===== src/rtl/tws_pkg.sv =====
package tws_pkg;

  localparam int ADDR_W = 7;
  localparam int DATA_W = ADDR_W + 1;

  typedef enum logic [2:0] {
    S_IDLE,
    S_ADDR,
    S_AACK,
    S_RX,
    S_RACK,
    S_TX,
    S_TACK
  } tws_state_e;

  function automatic logic own_hit(input logic [ADDR_W-1:0] adr,
                                   input logic [ADDR_W-1:0] mine);
    return adr == mine;
  endfunction

  function automatic logic gc_hit(input logic [ADDR_W-1:0] adr,
                                  input logic rw, input logic en);
    return en && (adr == '0) && !rw;
  endfunction

  function automatic logic [7:0] pack_sts(input logic rx, input logic tx,
                                          input logic acc, input logic dir,
                                          input logic gc, input logic ovr,
                                          input logic nck);
    return {1'b0, nck, ovr, gc, dir, acc, tx, rx};
  endfunction

endpackage


===== src/rtl/tws_line_sync.sv =====
module tws_line_sync #(
  parameter int STAGES = 2
) (
  input  logic clk,
  input  logic rst_n,
  input  logic scl_i,
  input  logic sda_i,
  output logic sda_s,
  output logic scl_rise,
  output logic scl_fall,
  output logic start_ev,
  output logic stop_ev
);

  logic [STAGES:0] scl_q;
  logic [STAGES:0] sda_q;
  logic scl_now, scl_prv, sda_prv;

  always_ff @(posedge clk or negedge rst_n) begin
    if (!rst_n) begin
      scl_q <= '1;
      sda_q <= '1;
    end else begin
      scl_q <= {scl_q[STAGES-1:0], scl_i};
      sda_q <= {sda_q[STAGES-1:0], sda_i};
    end
  end

  assign scl_now = scl_q[STAGES-1];
  assign scl_prv = scl_q[STAGES];
  assign sda_s   = sda_q[STAGES-1];
  assign sda_prv = sda_q[STAGES];

  assign scl_rise = scl_now && !scl_prv;
  assign scl_fall = !scl_now && scl_prv;
  assign start_ev = scl_now && scl_prv && !sda_s && sda_prv;
  assign stop_ev  = scl_now && scl_prv && sda_s && !sda_prv;

endmodule


===== src/rtl/tws_flags.sv =====
module tws_flags (
  input  logic clk,
  input  logic rst_n,
  input  logic rx_load,
  input  logic rxh_rd,
  input  logic sts_rd,
  input  logic gc_set,
  input  logic nack_set,
  input  logic txh_wr,
  input  logic tx_acked,
  input  logic thr_empty,
  output logic rx_rdy,
  output logic tx_rdy,
  output logic gcall,
  output logic ovr,
  output logic nack
);

  always_ff @(posedge clk or negedge rst_n) begin
    if (!rst_n) begin
      rx_rdy <= 1'b0;
      tx_rdy <= 1'b1;
      gcall  <= 1'b0;
      ovr    <= 1'b0;
      nack   <= 1'b0;
    end else begin
      if (rx_load)     rx_rdy <= 1'b1;
      else if (rxh_rd) rx_rdy <= 1'b0;

      if (rx_load && rx_rdy && !rxh_rd) ovr <= 1'b1;
      else if (sts_rd)                  ovr <= 1'b0;

      if (gc_set)      gcall <= 1'b1;
      else if (sts_rd) gcall <= 1'b0;

      if (nack_set)    nack <= 1'b1;
      else if (sts_rd) nack <= 1'b0;

      if (txh_wr)                      tx_rdy <= 1'b0;
      else if (tx_acked && thr_empty)  tx_rdy <= 1'b1;
    end
  end

endmodule


===== src/rtl/tws_slave.sv =====
module tws_slave
  import tws_pkg::*;
#(
  parameter int SYNC_STAGES = 2
) (
  input  logic              clk,
  input  logic              rst_n,
  input  logic              scl_i,
  input  logic              sda_i,
  output logic              sda_oe,
  input  logic [ADDR_W-1:0] own_addr,
  input  logic              gc_en,
  input  logic              txh_wr,
  input  logic [DATA_W-1:0] txh_data,
  input  logic              rxh_rd,
  output logic [DATA_W-1:0] rxh_data,
  input  logic              sts_rd,
  output logic [7:0]        status_o
);

  localparam int CNT_W = $clog2(DATA_W);
  localparam logic [CNT_W-1:0] LAST = CNT_W'(DATA_W - 1);

  logic sda_s, scl_rise, scl_fall, start_ev, stop_ev;

  tws_line_sync #(.STAGES(SYNC_STAGES)) u_sync (
    .clk(clk), .rst_n(rst_n), .scl_i(scl_i), .sda_i(sda_i),
    .sda_s(sda_s), .scl_rise(scl_rise), .scl_fall(scl_fall),
    .start_ev(start_ev), .stop_ev(stop_ev)
  );

  tws_state_e        state;
  logic [1:0]        ph;
  logic [CNT_W-1:0]  cnt;
  logic [DATA_W-2:0] shreg;
  logic [DATA_W-2:0] tsh;
  logic              acc, rd_dir;
  logic [DATA_W-1:0] thr;
  logic              thr_full, tx_pend;

  // named internal events
  logic [DATA_W-1:0] in_word;
  logic              hit_own, hit_gc, addr_done;
  logic              rx_load, gc_set, tack_sample, nack_set, tx_acked, tx_load;
  logic [DATA_W-1:0] tx_byte;
  logic              rx_rdy, tx_rdy, gcall, ovr, nack;

  assign in_word     = {shreg, sda_s};
  assign hit_own     = own_hit(in_word[DATA_W-1:1], own_addr);
  assign hit_gc      = gc_hit(in_word[DATA_W-1:1], in_word[0], gc_en);
  assign addr_done   = (state == S_ADDR) && scl_rise && (cnt == LAST);
  assign gc_set      = addr_done && hit_gc;
  assign rx_load     = (state == S_RX) && scl_rise && (cnt == LAST);
  assign tack_sample = (state == S_TACK) && (ph == 2'd1) && scl_rise;
  assign nack_set    = tack_sample && sda_s;
  assign tx_acked    = tack_sample && tx_pend;
  assign tx_load     = scl_fall &&
                       (((state == S_AACK) && (ph == 2'd1) && rd_dir) ||
                        ((state == S_TACK) && (ph == 2'd2)));
  assign tx_byte     = thr_full ? thr : '1;

  // transmit holding register
  always_ff @(posedge clk or negedge rst_n) begin
    if (!rst_n) begin
      thr      <= '0;
      thr_full <= 1'b0;
      tx_pend  <= 1'b0;
    end else begin
      if (tx_load) begin
        thr_full <= 1'b0;
        tx_pend  <= thr_full;
      end
      if (txh_wr) begin
        thr      <= txh_data;
        thr_full <= 1'b1;
      end
    end
  end

  // bus sequencer
  always_ff @(posedge clk or negedge rst_n) begin
    if (!rst_n) begin
      state    <= S_IDLE;
      ph       <= '0;
      cnt      <= '0;
      shreg    <= '0;
      tsh      <= '0;
      sda_oe   <= 1'b0;
      acc      <= 1'b0;
      rd_dir   <= 1'b0;
      rxh_data <= '0;
    end else if (stop_ev) begin
      state  <= S_IDLE;
      acc    <= 1'b0;
      sda_oe <= 1'b0;
    end else if (start_ev) begin
      state  <= S_ADDR;
      cnt    <= '0;
      sda_oe <= 1'b0;
    end else begin
      unique case (state)
        S_ADDR: if (scl_rise) begin
          shreg <= in_word[DATA_W-2:0];
          cnt   <= cnt + 1'b1;
          if (cnt == LAST) begin
            cnt <= '0;
            if (hit_own || hit_gc) begin
              acc    <= 1'b1;
              rd_dir <= in_word[0];
              state  <= S_AACK;
              ph     <= 2'd0;
            end else begin
              acc   <= 1'b0;
              state <= S_IDLE;
            end
          end
        end
        S_AACK, S_RACK: if (scl_fall) begin
          if (ph == 2'd0) begin
            sda_oe <= 1'b1;
            ph     <= 2'd1;
          end else begin
            cnt <= '0;
            if (tx_load) begin
              state  <= S_TX;
              sda_oe <= ~tx_byte[DATA_W-1];
              tsh    <= tx_byte[DATA_W-2:0];
            end else begin
              state  <= S_RX;
              sda_oe <= 1'b0;
            end
          end
        end
        S_RX: if (scl_rise) begin
          shreg <= in_word[DATA_W-2:0];
          cnt   <= cnt + 1'b1;
          if (rx_load) begin
            rxh_data <= in_word;
            cnt      <= '0;
            state    <= S_RACK;
            ph       <= 2'd0;
          end
        end
        S_TX: begin
          if (scl_rise) begin
            cnt <= cnt + 1'b1;
            if (cnt == LAST) begin
              cnt   <= '0;
              state <= S_TACK;
              ph    <= 2'd0;
            end
          end else if (scl_fall) begin
            sda_oe <= ~tsh[DATA_W-2];
            tsh    <= {tsh[DATA_W-3:0], 1'b0};
          end
        end
        S_TACK: begin
          if ((ph == 2'd0) && scl_fall) begin
            sda_oe <= 1'b0;
            ph     <= 2'd1;
          end else if (tack_sample) begin
            if (nack_set) begin
              acc   <= 1'b0;
              state <= S_IDLE;
            end else begin
              ph <= 2'd2;
            end
          end else if (tx_load) begin
            state  <= S_TX;
            cnt    <= '0;
            sda_oe <= ~tx_byte[DATA_W-1];
            tsh    <= tx_byte[DATA_W-2:0];
          end
        end
        default: ;
      endcase
    end
  end

  tws_flags u_flags (
    .clk(clk), .rst_n(rst_n), .rx_load(rx_load), .rxh_rd(rxh_rd),
    .sts_rd(sts_rd), .gc_set(gc_set), .nack_set(nack_set),
    .txh_wr(txh_wr), .tx_acked(tx_acked), .thr_empty(!thr_full),
    .rx_rdy(rx_rdy), .tx_rdy(tx_rdy), .gcall(gcall), .ovr(ovr), .nack(nack)
  );

  assign status_o = pack_sts(rx_rdy, tx_rdy, acc, rd_dir, gcall, ovr, nack);

endmodule


===== config.mk =====
export PLATFORM = sky130hd
export DESIGN_NAME = tws_slave
export DESIGN_NICKNAME = d
export VERILOG_FILES = /design/src/rtl/tws_pkg.sv /design/src/rtl/tws_line_sync.sv /design/src/rtl/tws_flags.sv /design/src/rtl/tws_slave.sv
export SDC_FILE = /design/constraint.sdc
export NUM_CORES = 1
export LEC_CHECK = 0
export BUFFER_PORTS_ARGS = -buffer_cell sky130_fd_sc_hd__buf_4
export CORE_MARGIN = 4
export CORE_UTILIZATION = 50
export DETAILED_ROUTE_END_ITERATION = 8
export PLACE_DENSITY_LB_ADDON = 0.2
export SYNTH_ARGS = -nofsm -noshare
export SYNTH_HDL_FRONTEND = slang
export SYNTH_SLANG_ARGS = --single-unit

===== constraint.sdc =====
create_clock -name clk -period 1.8 [get_ports clk]
set_clock_uncertainty 0.05 [all_clocks]
set_input_delay 0.18 -clock clk [delete_from_list [all_inputs] [get_ports clk]]
set_output_delay 0.18 -clock clk [all_outputs]
set_load 0.1 [all_outputs]

## Word level (Yosys, flattened, before mapping)

Index checks and enable logic that the tools add are counted.

- Register bits: 54
- Input port bits: 23
- Output and inout port bits: 17
- Word-level logic and storage cells: 218

- Add/sub/neg operators: 1
- Equality and inequality tests: 54
- Multiplexer cells: 80
- Bitwise gates (word level): 4
- Reduce and logical (&&, ||, !) cells: 60

Operators with widths:

| kind | number |
|---|---|
| 3-bit two-way mux | 25 |
| 7-bit two-way mux | 7 |
| 4-bit != test (second input constant) | 9 |
| 3-bit != test (second input constant) | 10 |
| 1-bit two-way mux | 28 |
| 1-bit logical AND | 26 |
| 2-bit two-way mux | 13 |
| 2-bit != test (second input constant) | 11 |
| 7-bit one-hot mux with 3 select lines | 1 |
| 9-bit AND reduction | 2 |
| 3-bit one-hot mux with 5 select lines | 1 |
| 5-bit nonzero test | 3 |
| 14-bit AND reduction | 1 |
| 3-bit == test (second input constant) | 4 |
| 3-bit one-hot mux with 4 select lines | 1 |
| 12-bit AND reduction | 1 |
| 6-bit AND reduction | 2 |
| 2-bit nonzero test | 6 |
| 5-bit by 4-bit != test with 1-bit output (second input constant) | 2 |
| 5-bit != test (second input constant) | 2 |
| 2-bit one-hot mux with 5 select lines | 1 |
| 3-bit by 2-bit != test with 1-bit output (second input constant) | 3 |
| 8-bit two-way mux | 1 |
| 2-bit by 1-bit != test with 1-bit output (second input constant) | 4 |
| other kinds (21) | 35 |

## Depth between registers and ports, before layout

- Depth in word-level cells: 11
- Mapped depth: 8
- Depth with buffers taken out: 6

## Modules after synthesis

From an unflattened synthesis, not the netlist that was laid out.

- Cells, all modules: 277
- Area total of the unflattened synthesis: 2916.5 um^2

Modules (own cells, without submodules):

| module | times used | cells an instance | area an instance (um^2) |
|---|---|---|---|
| tws_slave | 1 | 254 | 2549.9 |
| tws_line_sync | 1 | 10 | 190.2 |
| tws_flags | 1 | 13 | 176.4 |

## Worst setup path before layout

Ideal clock, no wire load.

- Path type: register -> register
- From: register u_sync.scl_q[2]
- To: register state[2]
- Data arrival time: 1.594 ns
- Setup slack: 0.021 ns
- Stages on the path, launching flop included: 7
- Period minus slack after synthesis: 1.779 ns
- Path through: dfstp_2 -> nand2b_4 -> o311ai_4 -> nor2_1 -> or3_4 -> a21oi_1 -> a31oi_1

- Longest elaborated chain between the ends: 8

RTL lines:

| item | RTL line | text |
|---|---|---|
| start, declared | tws_line_sync.sv:15 | `logic [STAGES:0] scl_q;` |
| start signal, assigned | tws_line_sync.sv:24 | `scl_q <= {scl_q[STAGES-1:0], scl_i};` |
| 1-bit logical AND or 1-bit zero test (tied branches) | tws_line_sync.sv:35, tws_line_sync.sv:34 |  |
| 1-bit logical AND, on equally long branches | tws_slave.sv:57, tws_line_sync.sv:34 |  |
| 3-bit two-way mux or 1-bit logical AND (tied branches) | tws_slave.sv:124, tws_slave.sv:54 |  |
| 3-bit two-way mux, on equally long branches | tws_slave.sv:119, tws_slave.sv:161 |  |
| 3-bit two-way mux, on equally long branches | tws_slave.sv:118, tws_slave.sv:158 |  |
| 3-bit one-hot mux with 5 select lines | tws_slave.sv:101 | `unique case (state)` |
| 3-bit two-way mux | tws_slave.sv:96 | `end else if (start_ev) begin` |
| 3-bit two-way mux | tws_slave.sv:92 | `end else if (stop_ev) begin` |
| end signal, assigned | tws_slave.sv:93 | `state <= S_IDLE;` |
| end signal, assigned | tws_slave.sv:97 | `state <= S_ADDR;` |
| end signal, assigned | tws_slave.sv:125 | `state <= S_TX;` |
| end, declared | tws_slave.sv:32 | `tws_state_e state;` |

Several ways; a longest one is shown, not always the timed one. The select of a mux whose other input is x is not followed.
A chain may end at the register's enable or synchronous reset.

## Worst setup path in the final report

- From: register u_sync.scl_q[1]
- To: register state[0]

- Longest elaborated chain between the ends: 7

RTL lines:

| item | RTL line | text |
|---|---|---|
| 1-bit logical AND | tws_line_sync.sv:34 | `assign scl_rise = scl_now && !scl_prv;` |
| 1-bit logical AND | tws_slave.sv:54 | `assign tack_sample = (state == S_TACK) && (ph == 2'd1) && scl_rise;` |
| 3-bit two-way mux | tws_slave.sv:161 | `end else if (tack_sample) begin` |
| 3-bit two-way mux | tws_slave.sv:158 | `if ((ph == 2'd0) && scl_fall) begin` |
| 3-bit one-hot mux with 5 select lines | tws_slave.sv:101 |  |
| 3-bit two-way mux | tws_slave.sv:96 |  |
| 3-bit two-way mux | tws_slave.sv:92 |  |
| end signal, assigned | tws_slave.sv:93 |  |
| end signal, assigned | tws_slave.sv:97 |  |
| end signal, assigned | tws_slave.sv:164 | `state <= S_IDLE;` |

Several ways; a longest one is shown, not always the timed one. The select of a mux whose other input is x is not followed.

==> impl_results.md <==
- Num ports: 40
- Final worst slack: -0.0316 ns
- Fmax: ~550 MHz
- Worst Path Required: 1.94 ns
- Mapped Avg Cell Area: 10.3 sq um
- Total gr overflow: 0
- Yosys warnings: 0
- Initial antenna violation count: 0
- Total track usage: 18.8%
- Final min period: between 1.5 and 2 ns
- Register clock-pin slew on the reported worst setup and hold paths: 0.10 ns
- Clk sinks: 54
- Share of synthesized registers carrying an async set or reset: 100%
- Sequential share of the synthesized area: 50.0%
- #FFs+latches synth: 54
- Failing checks: negative setup slack
- Largest area contributor in the netlist: dfrtp_1
- Die Height: 81.8 um
- Critical path launch point type: flip-flop
- Num rows: 26
- CP peak stage delay: 0.62 ns
- GPL Wtd Cong: just under 0.9
- Drt first pass iters: 4
- Max transition margin: 55.4%
- Clock root buffer: clkbuf_8
- First-pass GRT wire length: 9.60 mm
- Die ar.: ~0.0067 sq mm
- Ant. Diodes: 0
- Tot Pwr: 3.32 mW
- Placed cell count: 383
- Cell breakdown of the critical path: and2b_1 -> and3_1 -> nor3_2 -> or3_4 -> a21oi_2 -> o22ai_1
- CTS H-tree depth: 2
- Leakage: about 1.6 nW
- Proportion of layout cells with a drive suffix above 1: 39.1%
- Synth top area share: approximately 43%
- # nets final: 354
- Fin. max-slew vios: 0
- Netlist cell types: 52
- Synth Cell Area: 0.00272 sq mm
- Non-Filler Instances: 400
- Setup violation total in the final timing report: 4
- Top_reg_cell synth: dfrtp_1
- Top cells by count, synth: 47 x dfrtp_1, 35 x nand2_1, 20 x nor2_1
- TritonCTS clock tree: built
- Post-placement setup slack: -0.121 ns
- Vias post-DR: between 2000 and 2500
- TNS Setup: -0.0688 ns
- Leading post-synthesis cells by cell area: dfrtp_1 43%, dfstp_2 6.8%, mux2_2 6.6%, nand2_1 4.8%, buf_4 3.3%
- Least-Margin Pin Slew: approximately 0.67 ns
- Initial drt markers: approximately 100
- Core box area: around 0.0052 sq mm
- VDD IR max: 0.483 mV
- Area grow syn2layout: 26.9%
- Number of synthesized flops with an enable pin: 0
- Vias in the first global route: between 2000 and 2500
- Most common cell in the netlist: dfrtp_1
- Crit Path Class: flip-flop to flip-flop
- Deepest clock path buffer count: 2
- Max-cap violation count: 0
- Placement Cell Area: 0.00321 sq mm
- Final Cycle Share: 102%
- Post-Syn Instances: 264
- Initial Utilization: 52.3%
- Post-route cell area: between 0.003 and 0.004 sq mm
- Largest net degree at the start of global routing: 55
- HPWL Detailed: 4.14 mm
- Hold_ws: 0.0320 ns
- Final Util: 66.3%
- Setup crit end kind: flip-flop
- WL final: 5.76 mm
- Hold Fails Final Rpt: 0
- Residual DRC: 0
- Pwr Density: around 960 mW/mm^2
- Die X: 81.8 um
- ANT nets after route: 0
- Status: finished, violations left
- Routed len/inst: 14.4 um
- RSZ-0062 raised after global routing: true
- Hold crit path type: primary input to flip-flop
- CTS buffer count: 5
- PortBufs: 38
- CP arrival: 1.98 ns
- Worst-Skew Late Latency: 0.31 ns
- Worst Path Max Fanout: 7
- Critical path's slowest cell: dfstp_2
- Syn Nets: 289
- Vias per cell: 5.36
routing by layer:
layer | part of all wire [%] | up-vias | GRT usage [%]
li1 | - | 1058 | -
met1 | 45 | 1015 | 24.9
met2 | 47 | 64 | 30.4
met3 | 6.4 | 8 | 4.28
met4 | 1.5 | 0 | 6.31
met5 | 0 | - | 0
layout make-up:
| class | count | area [sq um] |
|---|---|---|
| Tap cell | 70 | 87.6 |
| Multi-Input combinational cell | 185 | 1280 |
| Clock inverter | 3 | 28.8 |
| Fill cell | 432 | 1750 |
| Clock buffer | 5 | 68.8 |
| Inverter | 4 | 15.0 |
| Timing Repair Buffer | 79 | 613 |
| Sequential cell | 54 | 1360 |
final timing paths:
| path | start | endpoint | slack, ns | cells past startpoint |
|---|---|---|---|---|
| worst max-delay path | u_sync.scl_q[1]$_DFF_PN1_ | state[0]$_DFFE_PN0P_ | -0.03 | 6 |
| worst min-delay path | txh_wr | u_flags.tx_rdy$_DFFE_PN1P_ | 0.03 | 2 |
| worst max register to register | u_sync.scl_q[1]$_DFF_PN1_ | state[0]$_DFFE_PN0P_ | -0.03 | 6 |
| worst min register to register | u_sync.scl_q[0]$_DFF_PN1_ | u_sync.scl_q[1]$_DFF_PN1_ | 0.31 | 0 |
| max in group asynchronous | rst_n | state[0]$_DFFE_PN0P_ | 0.84 | 2 |
| min in group asynchronous | rst_n | rxh_data[3]$_DFFE_PN0P_ | 0.39 | 2 |
flip-flops by register name (all words and copies together), names as in the netlist, 2 cells and up:
| signal | flops |
|---|---|
| rxh_data | 8 |
| thr | 8 |
| shreg | 7 |
| tsh | 7 |
| cnt | 3 |
| state | 3 |
| u_sync.scl_q | 3 |
| u_sync.sda_q | 3 |
| ph | 2 |
critical path, delay by kind of cell (launching register included):
kind | cells | cell delay [ns]
compound gates | 2 | 0.24
flops | 1 | 0.62
simple gates | 4 | 0.80
timing repair:
item,4_1_cts,5_1_grt
hold endpoints to repair,49,0
hold buffers,3,0
pin swaps,10,2
buffers inserted,5,1
gates resized for setup,8,7
setup endpoints to repair,13,20
kinds of logic after synthesis:
group / after synthesis / share of synthesized area (%)
compound gates: 56 / 14.1
xor+xnor: 7 / 2.25
fa+ha+maj: 2 / 0.919
buf+inv: 25 / 5.29
flops: 54 / 50.0
mux: 18 / 7.36
other cells: 1 / 0.138
simple gates: 101 / 20.0
layout by cell type (no fill, tap or decap), drive strengths merged, types with 4 or more instances in the layout:
| cell | count |
|---|---|
| a21oi | 7 |
| a31oi | 9 |
| buf | 76 |
| clkbuf | 5 |
| dfrtp | 47 |
| dfstp | 7 |
| inv | 6 |
| mux2 | 16 |
| nand2 | 35 |
| nand2b | 7 |
| nand3 | 10 |
| nor2 | 20 |
| nor2b | 4 |
| nor3 | 6 |
| o21ai | 18 |
| xnor2 | 4 |
report_power, final:
part | total, mW | internal [mW] | switching [mW]
registers | 1.58 | 1.37 | 0.203
logic | 1.02 | 0.513 | 0.507
clock network | 0.729 | 0.292 | 0.437
Note: power is estimated with default switching activity, not from simulation.
